**src/rtl/rxbuf_pkg.sv**
```systemverilog
package rxbuf_pkg;
   localparam int WORD_W  = 16;
   localparam int CHAR_W  = 9;
   localparam int ABT_BIT = 11;
   localparam int OER_BIT = 12;
   localparam int FER_BIT = 13;
   localparam int PER_BIT = 14;
   localparam int SUM_BIT = 15;

   typedef enum logic [2:0] {
      MODE_OFF  = 3'b000,
      MODE_SYNC = 3'b001,
      MODE_I2C  = 3'b010
   } if_mode_e;

   function automatic logic errors_live(input logic [2:0] m, input logic en);
      return en && (m != MODE_OFF) && (m != MODE_SYNC) && (m != MODE_I2C);
   endfunction
endpackage

```
**src/rtl/rxbuf_char_hold.sv**
```systemverilog
module rxbuf_char_hold #(
   parameter int DATA_W = 9
) (
   input  logic              clk,
   input  logic              rst_n,
   input  logic              strobe,
   input  logic [DATA_W-1:0] din,
   input  logic              lo_read,
   output logic [DATA_W-1:0] dout,
   output logic              overrun_evt
);
   logic unread_q;

   always_ff @(posedge clk or negedge rst_n) begin
      if (!rst_n) begin
         dout     <= '0;
         unread_q <= 1'b0;
      end else begin
         if (strobe) dout <= din;
         if (strobe)       unread_q <= 1'b1;
         else if (lo_read) unread_q <= 1'b0;
      end
   end

   assign overrun_evt = strobe && unread_q && !lo_read;
endmodule

```
**src/rtl/rxbuf_err_flags.sv**
```systemverilog
module rxbuf_err_flags (
   input  logic clk,
   input  logic rst_n,
   input  logic live,
   input  logic strobe,
   input  logic par_in,
   input  logic frm_in,
   input  logic overrun_evt,
   input  logic lo_read,
   output logic par_q,
   output logic frm_q,
   output logic ovr_q
);
   always_ff @(posedge clk or negedge rst_n) begin
      if (!rst_n) begin
         par_q <= 1'b0;
         frm_q <= 1'b0;
         ovr_q <= 1'b0;
      end else if (!live) begin
         par_q <= 1'b0;
         frm_q <= 1'b0;
         ovr_q <= 1'b0;
      end else begin
         if (strobe) begin
            par_q <= par_in;
            frm_q <= frm_in;
         end else if (lo_read) begin
            par_q <= 1'b0;
            frm_q <= 1'b0;
         end
         if (overrun_evt) ovr_q <= 1'b1;
      end
   end
endmodule

```
**src/rtl/rxbuf_arb_flag.sv**
```systemverilog
module rxbuf_arb_flag (
   input  logic clk,
   input  logic rst_n,
   input  logic set_pulse,
   input  logic clr_req,
   output logic flag_q
);
   always_ff @(posedge clk or negedge rst_n) begin
      if (!rst_n)         flag_q <= 1'b0;
      else if (set_pulse) flag_q <= 1'b1;
      else if (clr_req)   flag_q <= 1'b0;
   end
endmodule

```
**src/rtl/rxbuf_status_reg.sv**
```systemverilog
module rxbuf_status_reg
   import rxbuf_pkg::*;
#(
   parameter int DATA_W = 9
) (
   input  logic              clk,
   input  logic              rst_n,
   input  logic              rx_done,
   input  logic [DATA_W-1:0] rx_data,
   input  logic              rx_parity_err,
   input  logic              rx_frame_err,
   input  logic [2:0]        mode,
   input  logic              rx_en,
   input  logic              arb_lost,
   input  logic              bus_rd,
   input  logic              bus_wr,
   input  logic [1:0]        bus_be,
   input  logic [WORD_W-1:0] bus_wdata,
   output logic [WORD_W-1:0] rd_word
);
   localparam int PAD_W = CHAR_W - DATA_W;

   if (DATA_W < 1 || DATA_W > CHAR_W) begin : g_bad_width
      $error("rxbuf_status_reg: DATA_W must be 1..9");
   end

   logic              live;
   logic              lo_read;
   logic              abt_clr;
   logic              ovr_evt;
   logic [DATA_W-1:0] char_q;
   logic              par_q, frm_q, ovr_q, abt_q;
   logic [CHAR_W-1:0] char_field;

   assign live    = errors_live(mode, rx_en);
   assign lo_read = bus_rd && bus_be[0];
   assign abt_clr = bus_wr && bus_be[1] && !bus_wdata[ABT_BIT];

   rxbuf_char_hold #(.DATA_W(DATA_W)) u_hold (
      .clk        (clk),
      .rst_n      (rst_n),
      .strobe     (rx_done),
      .din        (rx_data),
      .lo_read    (lo_read),
      .dout       (char_q),
      .overrun_evt(ovr_evt)
   );

   rxbuf_err_flags u_err (
      .clk        (clk),
      .rst_n      (rst_n),
      .live       (live),
      .strobe     (rx_done),
      .par_in     (rx_parity_err),
      .frm_in     (rx_frame_err),
      .overrun_evt(ovr_evt),
      .lo_read    (lo_read),
      .par_q      (par_q),
      .frm_q      (frm_q),
      .ovr_q      (ovr_q)
   );

   rxbuf_arb_flag u_arb (
      .clk      (clk),
      .rst_n    (rst_n),
      .set_pulse(arb_lost),
      .clr_req  (abt_clr),
      .flag_q   (abt_q)
   );

   if (PAD_W > 0) begin : g_pad
      assign char_field = {{PAD_W{1'b0}}, char_q};
   end else begin : g_full
      assign char_field = char_q;
   end

   always_comb begin
      rd_word                        = '0;
      rd_word[CHAR_W-1:0]            = char_field;
      rd_word[ABT_BIT]               = abt_q;
      rd_word[OER_BIT]               = ovr_q;
      rd_word[FER_BIT]               = frm_q;
      rd_word[PER_BIT]               = par_q;
      rd_word[SUM_BIT]               = par_q | frm_q | ovr_q;
   end
endmodule

```
**config.mk**
```make
export PLATFORM = sky130hd
export DESIGN_NAME = rxbuf_status_reg
export DESIGN_NICKNAME = d
export VERILOG_FILES = /design/src/rtl/rxbuf_pkg.sv /design/src/rtl/rxbuf_char_hold.sv /design/src/rtl/rxbuf_err_flags.sv /design/src/rtl/rxbuf_arb_flag.sv /design/src/rtl/rxbuf_status_reg.sv
export SDC_FILE = /design/constraint.sdc
export NUM_CORES = 1
export LEC_CHECK = 0
export ABC_AREA = 1
export BUFFER_PORTS_ARGS = -buffer_cell sky130_fd_sc_hd__buf_4
export CORE_UTILIZATION = 25
export CTS_CLUSTER_SIZE = 12
export DETAILED_ROUTE_END_ITERATION = 7
export PLACE_DENSITY = 0.57
export SKIP_CTS_REPAIR_TIMING = 1
export SLEW_MARGIN = 0
export SYNTH_ARGS = -nofsm -noshare
export SYNTH_HDL_FRONTEND = slang
export SYNTH_SLANG_ARGS = --single-unit
```
**constraint.sdc**
```tcl
create_clock -name clk -period 1.9 [get_ports clk]
set_input_delay 0.38 -clock clk [delete_from_list [all_inputs] [get_ports clk]]
set_output_delay 0.38 -clock clk [all_outputs]
set_load 0.01 [all_outputs]
```
== After elaboration in Yosys (flattened, before gate mapping) ==
Cells that the tools add are included.

* Register bits after elaboration: 14
* Output and inout port bits: 16
* Logic and storage cells: 35
* Bits of input ports: 39

* Reductions and logical operators: 13
* Bitwise gates (word level): 2
* Muxes and demuxes: 10
* Equality and inequality tests: 4

{| class="wikitable"
|+ Operator list
! operator !! count
|-
| $mux W1 || 10
|-
| $logic_and A1 B1 Y1 || 8
|-
| $reduce_bool A2 Y1 || 2
|-
| $ne A3 B1 Y1 const B || 1
|-
| $ne A3 B2 Y1 const B || 1
|-
| $ne A3 B3 Y1 const B || 1
|-
| $reduce_bool A3 Y1 || 1
|-
| $logic_not A1 Y1 || 2
|-
| $ne A2 B2 Y1 const B || 1
|-
| $or A1 B1 Y1 || 2
|}

== Logic depth before layout (Yosys ltp) ==
Gate-level depths: netlist of run 1.

* Depth in word-level cells: 5
* Mapped depth: 4
* Gate-level depth less buffers: 4

== Cells and area by module ==
A second synthesis of run 1 with hierarchy kept.

* Cells, all modules: 79
* Area, all modules: 645.6 µm²

{| class="wikitable"
|+ By module, submodules not included
! module !! cells an instance !! seq. area each (µm²) !! area each (µm²) !! times used
|-
| rxbuf_char_hold || 44 || 250.2 || 390.4 || 1
|-
| rxbuf_err_flags || 12 || 75.1 || 120.1 || 1
|-
| rxbuf_status_reg || 18 || 0.0 || 95.1 || 1
|-
| rxbuf_arb_flag || 5 || 25.0 || 40.0 || 1
|}

== Least setup slack after synthesis of run 1 ==
OpenSTA, ideal clock, no wires.

* Kind: register to output
* From: register u_err.frm_q
* To: output port rd_word[15]
* Path slack: 0.974 ns
* Buffers on the path: 0
* Cell stages (with the launch flop): 3
* Data required time: 1.520 ns
* Arrival time: 0.546 ns
* Cell sequence: dfrtp_1 -> nor2_1 -> nand2_1

* Longest elaborated chain between the ends: 2

{| class="wikitable"
|+ RTL lines
! what !! RTL line !! RTL
|-
| start: declaration || rxbuf_err_flags.sv:11 || <nowiki>output logic frm_q,</nowiki>
|-
| start signal: assignment || rxbuf_err_flags.sv:26 || <nowiki>frm_q <= frm_in;</nowiki>
|-
| $or A1 B1 Y1 (2 in a row) || rxbuf_status_reg.sv:84 || <nowiki>rd_word[SUM_BIT] = par_q | frm_q | ovr_q;</nowiki>
|-
| end: declaration || rxbuf_status_reg.sv:19 || <nowiki>output logic [WORD_W-1:0] rd_word</nowiki>
|}

No other way between the ends.

== Final worst setup path of run 1 ==
Same ends and word-level chain as after synthesis.

==> impl_metrics.env, run 1 <==
export IMPL_status="completed"
export IMPL_drc_errors=0
export IMPL_rr_startpoint="u_err.frm_q$_DFFE_PN0P_"
export IMPL_final_area_um2=910
export IMPL_grt_ovfl_total=0
export IMPL_syn_area_um2=617
export IMPL_cap_violations=0
export IMPL_grt_pass1_vias=501
export IMPL_totalWireLength_mm=1.26
export IMPL_final_period_utilization=0.712
export IMPL_syn_to_final_growth_pct=47.5
export IMPL_critPathLaunch="u_err.frm_q$_DFFE_PN0P_"
export IMPL_drive_gt1_frac=0.380
export IMPL_finalHoldWorstSlack_ps=290
export IMPL_layout_setup_ws_ps=548
export IMPL_leakagePower_nw=0.519
export IMPL_core_mm2=0.00228
export IMPL_start_util=0.271
export IMPL_path_cells="nor2_1 -> nand2_1 -> buf_4"
export IMPL_clockBufferDepth=2
export IMPL_track_usage=0.105
export IMPL_total_power_mw=0.626
export IMPL_io_buffers=37
export IMPL_hold_viol=0
export IMPL_cts_sinks=14
export IMPL_via_per_inst=4.06
export IMPL_critical_path_slowest_cell="dfrtp_1"
export IMPL_layout_common_cells="nand2_1, buf_4, dfrtp_1, nand4_1"
export IMPL_die_x_um=51.7
export IMPL_dr_total_vias=552
export IMPL_ys_ff_latch=14
export IMPL_r2r_cells=2
export IMPL_finalSetupViolations=0
export IMPL_synthTopCellsByArea="dfrtp_1, nand2_1, buf_4, nand4_1, buf_6"
export IMPL_die_height_um=51.7
export IMPL_critPathCapture="rd_word[15]"
export IMPL_path_clk_slew_ps=80
export IMPL_grt_max_degree=15
export IMPL_final_cells=136
export IMPL_h_tree_depth=1
export IMPL_synth_largest_area_cell="dfrtp_1"
export IMPL_final_core_util=0.400
export IMPL_dp_hpwl_um=960
export IMPL_syn_area_per_cell_um2=8.45
export IMPL_ant_nets=0
export IMPL_postPlaceCellArea_um2=877
export IMPL_pwr_density_cell_mw_per_mm2=688
export IMPL_peakVddDrop_mv=0.382
export IMPL_reg2reg_setup_slack_ps=1250
export IMPL_rr_endpoint="u_err.frm_q$_DFFE_PN0P_"
export IMPL_ys_types=12
export IMPL_tns_ps=0
export IMPL_cts_made_buffers=3
export IMPL_layout_nets=149
export IMPL_yosys_warnings=0
export IMPL_clock_skew_final_ps=0.0271
export IMPL_synth_seq_area_share=0.568
export IMPL_drv_slew=0
export IMPL_cp_max_fo=3
export IMPL_synth_top_area_share=0.568
export IMPL_crit_arrival_ps=970
export IMPL_routabilityCongestion=0.680
export IMPL_grt_pass1_wl_mm=2.06
export IMPL_synth_cells=73
export IMPL_pre_cts_slack_ps=843
export IMPL_cts_tree="yes"
export IMPL_cp_slowest_stage_delay_ps=410
export IMPL_drtIter0Drc=8
export IMPL_start_kind="flop"
export IMPL_max_freq_mhz=740
export IMPL_root_buffer="clkbuf_4"
export IMPL_n_antenna_cell=0
export IMPL_rsz0062_at_grt="false"
export IMPL_num_io_pins=55
export IMPL_std_cell_rows=17
export IMPL_cp_required_ps=1520
export IMPL_dr_pass1_iters=3
export IMPL_wl_per_cell_um=9.25
export IMPL_hold_class="in2reg"
export IMPL_path_class="reg2out"
export IMPL_insertion_delay_ps=270
export IMPL_dieArea_mm2=0.00267
export IMPL_min_period_ps=1350
export IMPL_placed_cells=132
export IMPL_antenna_found_initial=0
export IMPL_final_common_cell="nand2_1"
export IMPL_endpoint_kind="output port"
-- flip-flops by register name, summed over array words and instances, names as in the netlist --
signal,flops
u_arb.flag_q,1
u_err.frm_q,1
u_err.ovr_q,1
u_err.par_q,1
u_hold.dout,9
u_hold.unread_q,1
-- worst max-delay path: cells and delay by family, from the launching register on --
kind / cells / cell delay (ps)
buf+inv: 1 / 130
flops: 1 / 410
simple gates: 2 / 160
-- cell usage after synthesis --
cell type / instances
buf_6: 1
o21ai_0: 1
inv_2: 1
a21oi_1: 2
dfrtp_1: 14
nor2_1: 1
nand2_1: 38
inv_1: 3
conb_1: 1
nand3_1: 1
buf_4: 6
nand4_1: 4
-- where the power goes --
part / internal (mW) / switching (mW)
sequential: 0.320 / 0.0128
combinational: 0.0724 / 0.0587
clock: 0.0733 / 0.0885
total: 0.466 / 0.160
-- cell type report --
type | instances | area [um^2]
clock buffers | 3 | 22.5
fillers | 229 | 1370
inverters | 4 | 15.0
multi-input cells | 49 | 199
flip-flops and latches | 14 | 350
well taps | 28 | 35.0
repair buffers | 38 | 288
-- how the worst min path moves through the flow --
stage | slack, ps | start | cells past startpoint | endpoint
floorplan | 80 | rst_n | 0 | u_arb.flag_q$_DFFE_PN0P_
global placement | 240 | rst_n | 1 | u_hold.dout[6]$_DFFE_PN0P_
detailed placement | 240 | rst_n | 1 | u_hold.dout[6]$_DFFE_PN0P_
CTS | -70 | rst_n | 1 | u_hold.dout[6]$_DFFE_PN0P_
global route | 300 | rx_data[1] | 3 | u_hold.dout[1]$_DFFE_PN0P_
finish | 290 | arb_lost | 3 | u_arb.flag_q$_DFFE_PN0P_
-- cell families (layout without fill, tap and decap cells) --
group                  after synthesis  in the layout  synth area share
AO/OA/AOI/OAI                        3              3            0.0243
flip-flops                          14             14             0.568
buffers and inverters               11             45             0.116
other                                1              2           0.00608
AND/OR/NAND/NOR                     44             44             0.286
-- metal layers --
| metal | GRT usage | up-vias | wire [um] |
|---|---|---|---|
| met5 | 0 | - | 0 |
| met4 | 0.0541 | 0 | 0 |
| met3 | 0.0380 | 0 | 112 |
| met2 | 0.171 | 22 | 591 |
| met1 | 0.120 | 239 | 553 |
| li1 | - | 291 | - |
Note: power is estimated with default switching activity, not from simulation.
==> run 2, diff against run 1 <==
- ABC_AREA: 1 -> 0
- PLACE_DENSITY: 0.57 -> 0.59
- clock period: 1.9 -> 1.1 ns (I/O delays scaled with it)
==> run 2 against run 1 <==
Net effect:
- critical path type unchanged
- global-route usage decreased by 0.94 points
- the flow now finishes with violations (setup timing)
- clock-buffer cell count unchanged
- clock power increased by 66%
==> impl_metrics.env, run 2 <==
export IMPL_status="finished with violations"
export IMPL_violations="setup timing"
export IMPL_synth_largest_area_cell="dfrtp_1"
export IMPL_max_freq_mhz=728
export IMPL_hold_viol=0
export IMPL_reg2reg_setup_slack_ps=340
export IMPL_start_kind="flop"
export IMPL_grt_pass1_wl_mm=1.84
export IMPL_totalWireLength_mm=1.24
export IMPL_met2_usage=0.156
export IMPL_synthTopCellsByCount="dfrtp_1, buf_4, mux2_2, nand2_1, mux2_4"
export IMPL_pre_cts_slack_ps=16.9
export IMPL_grt_ovfl_total=0
export IMPL_wl_per_cell_um=11.0
export IMPL_dr_pass1_iters=4
export IMPL_cts_tree="yes"
export IMPL_cp_max_fo=2
export IMPL_core_mm2=0.00230
export IMPL_cap_violations=0
export IMPL_tns_ps=-308
export IMPL_largest_register_ffs=9
export IMPL_synth_cells=48
export IMPL_final_area_um2=930
export IMPL_finalHoldWorstSlack_ps=140
export IMPL_final_common_cell="buf_4"
export IMPL_synth_most_common_cell="dfrtp_1"
export IMPL_path_class="reg2out"
export IMPL_peakVddDrop_mv=0.578
export IMPL_die_height_um=52.4
export IMPL_drc_errors=0
export IMPL_insertion_delay_ps=270
export IMPL_crit_arrival_ps=1150
export IMPL_syn_area_um2=634
export IMPL_globalRouteMet1Util=0.107
export IMPL_num_io_pins=55
export IMPL_die_x_um=52.4
export IMPL_h_tree_depth=1
export IMPL_dieArea_mm2=0.00274
export IMPL_antenna_found_initial=0
export IMPL_grt_met3_usage=0.0522
export IMPL_std_cell_rows=17
export IMPL_max_flop_register="u_hold.dout"
export IMPL_layout_common_cells="buf_4, dfrtp_1, mux2_2, nand2_1, mux2_4"
export IMPL_finalSetupViolations=3
export IMPL_synth_edf_count=0
export IMPL_min_period_ps=1370
export IMPL_grt_pass1_vias=434
export IMPL_cts_made_buffers=3
export IMPL_drive_gt1_frac=0.619
export IMPL_layout_setup_ws_ps=-274
export IMPL_synth_seq_area_share=0.552
export IMPL_leakagePower_nw=0.471
export IMPL_top_usage_layer="met2"
export IMPL_drv_slew=0
export IMPL_syn_area_per_cell_um2=13.2
export IMPL_clock_skew_final_ps=1.93
export IMPL_ant_nets=0
export IMPL_syn_to_final_growth_pct=46.5
export IMPL_routabilityCongestion=0.600
export IMPL_clockBufferDepth=2
export IMPL_n_antenna_cell=0
export IMPL_synthTopCellsByArea="dfrtp_1, mux2_4, mux2_2, buf_4, buf_12"
export IMPL_ys_ff_latch=14
export IMPL_track_usage=0.0958
export IMPL_root_buffer="clkbuf_4"
export IMPL_yosys_warnings=0
export IMPL_cts_sinks=14
export IMPL_fillers=234
export IMPL_endpoint_kind="output port"
export IMPL_synth_top_area_share=0.552
export IMPL_async_reset_ff_frac=1.00
export IMPL_start_util=0.276
export IMPL_rsz0062_at_grt="true"
export IMPL_layout_nets=125
export IMPL_synthFlopType="dfrtp_1"
export IMPL_path_clk_slew_ps=80
export IMPL_hold_class="in2reg"
export IMPL_grt_max_degree=16
export IMPL_ys_types=17
export IMPL_via_per_inst=4.21
export IMPL_pwr_density_cell_mw_per_mm2=1180
export IMPL_dr_total_vias=471
export IMPL_drtIter0Drc=5
export IMPL_io_buffers=37
export IMPL_postPlaceCellArea_um2=890
export IMPL_final_period_utilization=1.25
export IMPL_cp_required_ps=880
## run 2: cell count changes after synthesis, sizes merged, moves of 2 or more
cell | before | now
a21o | 0 | 2
inv | 4 | 0
mux2 | 0 | 9
nand2 | 38 | 5
nand3b | 0 | 2
nand4 | 4 | 0
## run 2: logic make-up (layout without fill, tap and decap cells)
| kind of cell | after synthesis | in the layout | share of synthesized area |
|---|---|---|---|
| flip-flops | 14 | 14 | 0.552 |
| buffers and inverters | 8 | 43 | 0.120 |
| other | 1 | 2 | 0.00591 |
| multiplexers | 9 | 9 | 0.183 |
| AND/OR/NAND/NOR | 10 | 10 | 0.0789 |
| AO/OA/AOI/OAI | 6 | 6 | 0.0592 |
## run 2: path summary, 6_finish.rpt
kind	from	to	depth (start not counted)
worst max-delay path	u_err.par_q$_DFFE_PN0P_	rd_word[15]	2
worst min-delay path	arb_lost	u_arb.flag_q$_DFFE_PN0P_	2
worst max register to register	u_hold.dout[4]$_DFFE_PN0P_	u_hold.dout[4]$_DFFE_PN0P_	1
worst min register to register	u_hold.unread_q$_DFFE_PN0P_	u_hold.unread_q$_DFFE_PN0P_	1
max in group asynchronous	rst_n	u_hold.dout[3]$_DFFE_PN0P_	2
min in group asynchronous	rst_n	u_hold.dout[8]$_DFFE_PN0P_	2
## run 2: cell type report
type / instances / area, um^2 / area share
clock buffers: 3 / 22.5 / 0.0242
multi-input cells: 27 / 211 / 0.227
flip-flops and latches: 14 / 350 / 0.377
well taps: 28 / 35.0 / 0.0377
repair buffers: 40 / 310 / 0.334
## run 2: report_power, final
group          internal [mW]  switching (mW)
clock network          0.126           0.142
logic                  0.162          0.0914
registers              0.556          0.0217
## run 2: metrics by stage
step	util	power (mW)	cells
2_1_floorplan	-	0.711	49
3_3_place_gp	0.387	0.834	108
3_5_place_dp	0.387	0.840	108
4_1_cts	0.397	1.13	111
5_1_grt	0.405	1.19	112
6_report	0.405	1.10	112
## run 2: routing by layer
| layer | vias up | routed length, um | part of all wire |
|---|---|---|---|
| met5 | - | 0 | 0 |
| met4 | 0 | 0 | 0 |
| met3 | 0 | 113 | 0.091 |
| met2 | 24 | 612 | 0.49 |
| met1 | 218 | 511 | 0.41 |
| li1 | 229 | - | - |
## run 2: critical path, cell delays in order (launching register included)
cell	delay, ps
dfrtp_1	380
or3_1	380
buf_6	130
==> run 3, diff against run 2 <==
- TNS_END_PERCENT: not set -> 20
==> run 3 against run 2 <==
Net effect:
- the flow still finishes with violations (setup timing)
- cell area rose by 1.2%
- total power is 0.27% higher
- critical endpoint unchanged
- clock power about the same
- routed wire length is essentially flat
- critical path type unchanged
- worst setup slack worse by 0.56 ps
- via count rose by 1.1%
- sequential share of layout area decreased by 0.45 points
==> impl_metrics.env, run 3 (synthesis gave the netlist of run 2 again) <==
export IMPL_status="finished with violations"
export IMPL_violations="setup timing"
export IMPL_die_height_um=52.4
export IMPL_grt_ovfl_total=0
export IMPL_track_usage=0.0958
export IMPL_final_area_um2=941
export IMPL_root_buffer="clkbuf_4"
export IMPL_endpoint_kind="output port"
export IMPL_total_power_mw=1.10
export IMPL_layout_nets=126
export IMPL_pre_cts_slack_ps=16.9
export IMPL_n_antenna_cell=0
export IMPL_cp_max_fo=2
export IMPL_std_cell_rows=17
export IMPL_max_freq_mhz=728
export IMPL_dr_pass1_iters=4
export IMPL_cap_violations=0
export IMPL_io_buffers=37
export IMPL_path_class="reg2out"
export IMPL_start_kind="flop"
export IMPL_core_mm2=0.00230
export IMPL_hold_class="in2reg"
export IMPL_die_x_um=52.4
export IMPL_wl_per_cell_um=10.9
export IMPL_num_io_pins=55
export IMPL_start_util=0.276
export IMPL_fillers=233
export IMPL_timing_critical_path_buf_inv=1
export IMPL_finalSetupViolations=3
export IMPL_grt_max_degree=16
export IMPL_path_clk_slew_ps=80
export IMPL_peakVddDrop_mv=0.578
export IMPL_drv_slew=0
export IMPL_min_period_ps=1370
export IMPL_cts_tree="yes"
export IMPL_insertion_delay_ps=270
export IMPL_grt_pass1_wl_mm=1.84
export IMPL_cts_made_buffers=3
export IMPL_tns_ps=-408
export IMPL_grt_pass1_vias=434
export IMPL_largest_register_ffs=9
export IMPL_drc_errors=0
export IMPL_ant_nets=0
export IMPL_layout_setup_ws_ps=-274
export IMPL_dieArea_mm2=0.00274
export IMPL_syn_to_final_growth_pct=48.3
export IMPL_final_period_utilization=1.25
export IMPL_rsz0062_at_grt="true"
export IMPL_dr_total_vias=476
export IMPL_finalHoldWorstSlack_ps=140
export IMPL_h_tree_depth=1
export IMPL_max_flop_register="u_hold.dout"
export IMPL_layout_common_cells="buf_4, dfrtp_1, mux2_2, nand2_1, mux2_4"
export IMPL_regArea_um2=350
export IMPL_cts_sinks=14
export IMPL_hold_viol=0
export IMPL_path_delay_family="flip-flops"
export IMPL_crit_arrival_ps=1150
export IMPL_cp_required_ps=880
export IMPL_postPlaceCellArea_um2=890
export IMPL_drtIter0Drc=5
export IMPL_leakagePower_nw=0.477
export IMPL_routabilityCongestion=0.600
export IMPL_via_per_inst=4.21
export IMPL_multi_input_area_um2=211
export IMPL_antenna_found_initial=0
export IMPL_path_cells="or3_1 -> buf_6"
export IMPL_critical_path_slowest_cell="dfrtp_1"
export IMPL_clock_skew_final_ps=2.10
export IMPL_final_common_cell="buf_4"
export IMPL_cp_slowest_stage_delay_ps=380
export IMPL_drive_gt1_frac=0.624
export IMPL_totalWireLength_mm=1.24
export IMPL_pwr_density_cell_mw_per_mm2=1170
export IMPL_clockBufferDepth=2
-- run 3: final timing paths --
path                                                  start                     endpoint  slack [ps]  depth (start not counted)
worst max-delay path                u_err.par_q$_DFFE_PN0P_                  rd_word[15]        -270                          2
worst min-delay path                               arb_lost     u_arb.flag_q$_DFFE_PN0P_         140                          2
worst max register to register      u_err.par_q$_DFFE_PN0P_      u_err.par_q$_DFFE_PN0P_         250                          4
worst min register to register  u_hold.unread_q$_DFFE_PN0P_  u_hold.unread_q$_DFFE_PN0P_         490                          1
max in group asynchronous                             rst_n   u_hold.dout[3]$_DFFE_PN0P_         600                          2
min in group asynchronous                             rst_n   u_hold.dout[8]$_DFFE_PN0P_         330                          2
-- run 3: worst register-to-register path, delay by kind of cell, from the launching register on --
family                 cells  cell delay (ps)
AND/OR/NAND/NOR            1               70
AO/OA/AOI/OAI              1               60
flip-flops                 1              380
buffers and inverters      2              230
-- run 3: report_power, final --
part	switching, mW	internal, mW
registers	0.0217	0.556
logic	0.0921	0.165
clock network	0.142	0.126
total	0.256	0.848
-- run 3: per-layer routing --
layer  up-vias  wire length [um]  global-route usage
met1       223               524               0.107
met5         -                 0                   0
li1        231                 -                   -
met2        22               610               0.156
met3         0               101              0.0522
met4         0                 0              0.0263
-- run 3: area by class of cell --
type | count | area share
timing repair buffer | 41 | 0.342
multi-input combinational | 27 | 0.225
tap | 28 | 0.0372
sequential | 14 | 0.372
clock buffer | 3 | 0.0239
-- run 3: metrics by stage --
step / utilization / std cells
after floorplan: - / 49
after global placement: 0.387 / 108
after detailed placement: 0.387 / 108
after CTS: 0.397 / 111
after global routing: 0.410 / 113
final: 0.410 / 113
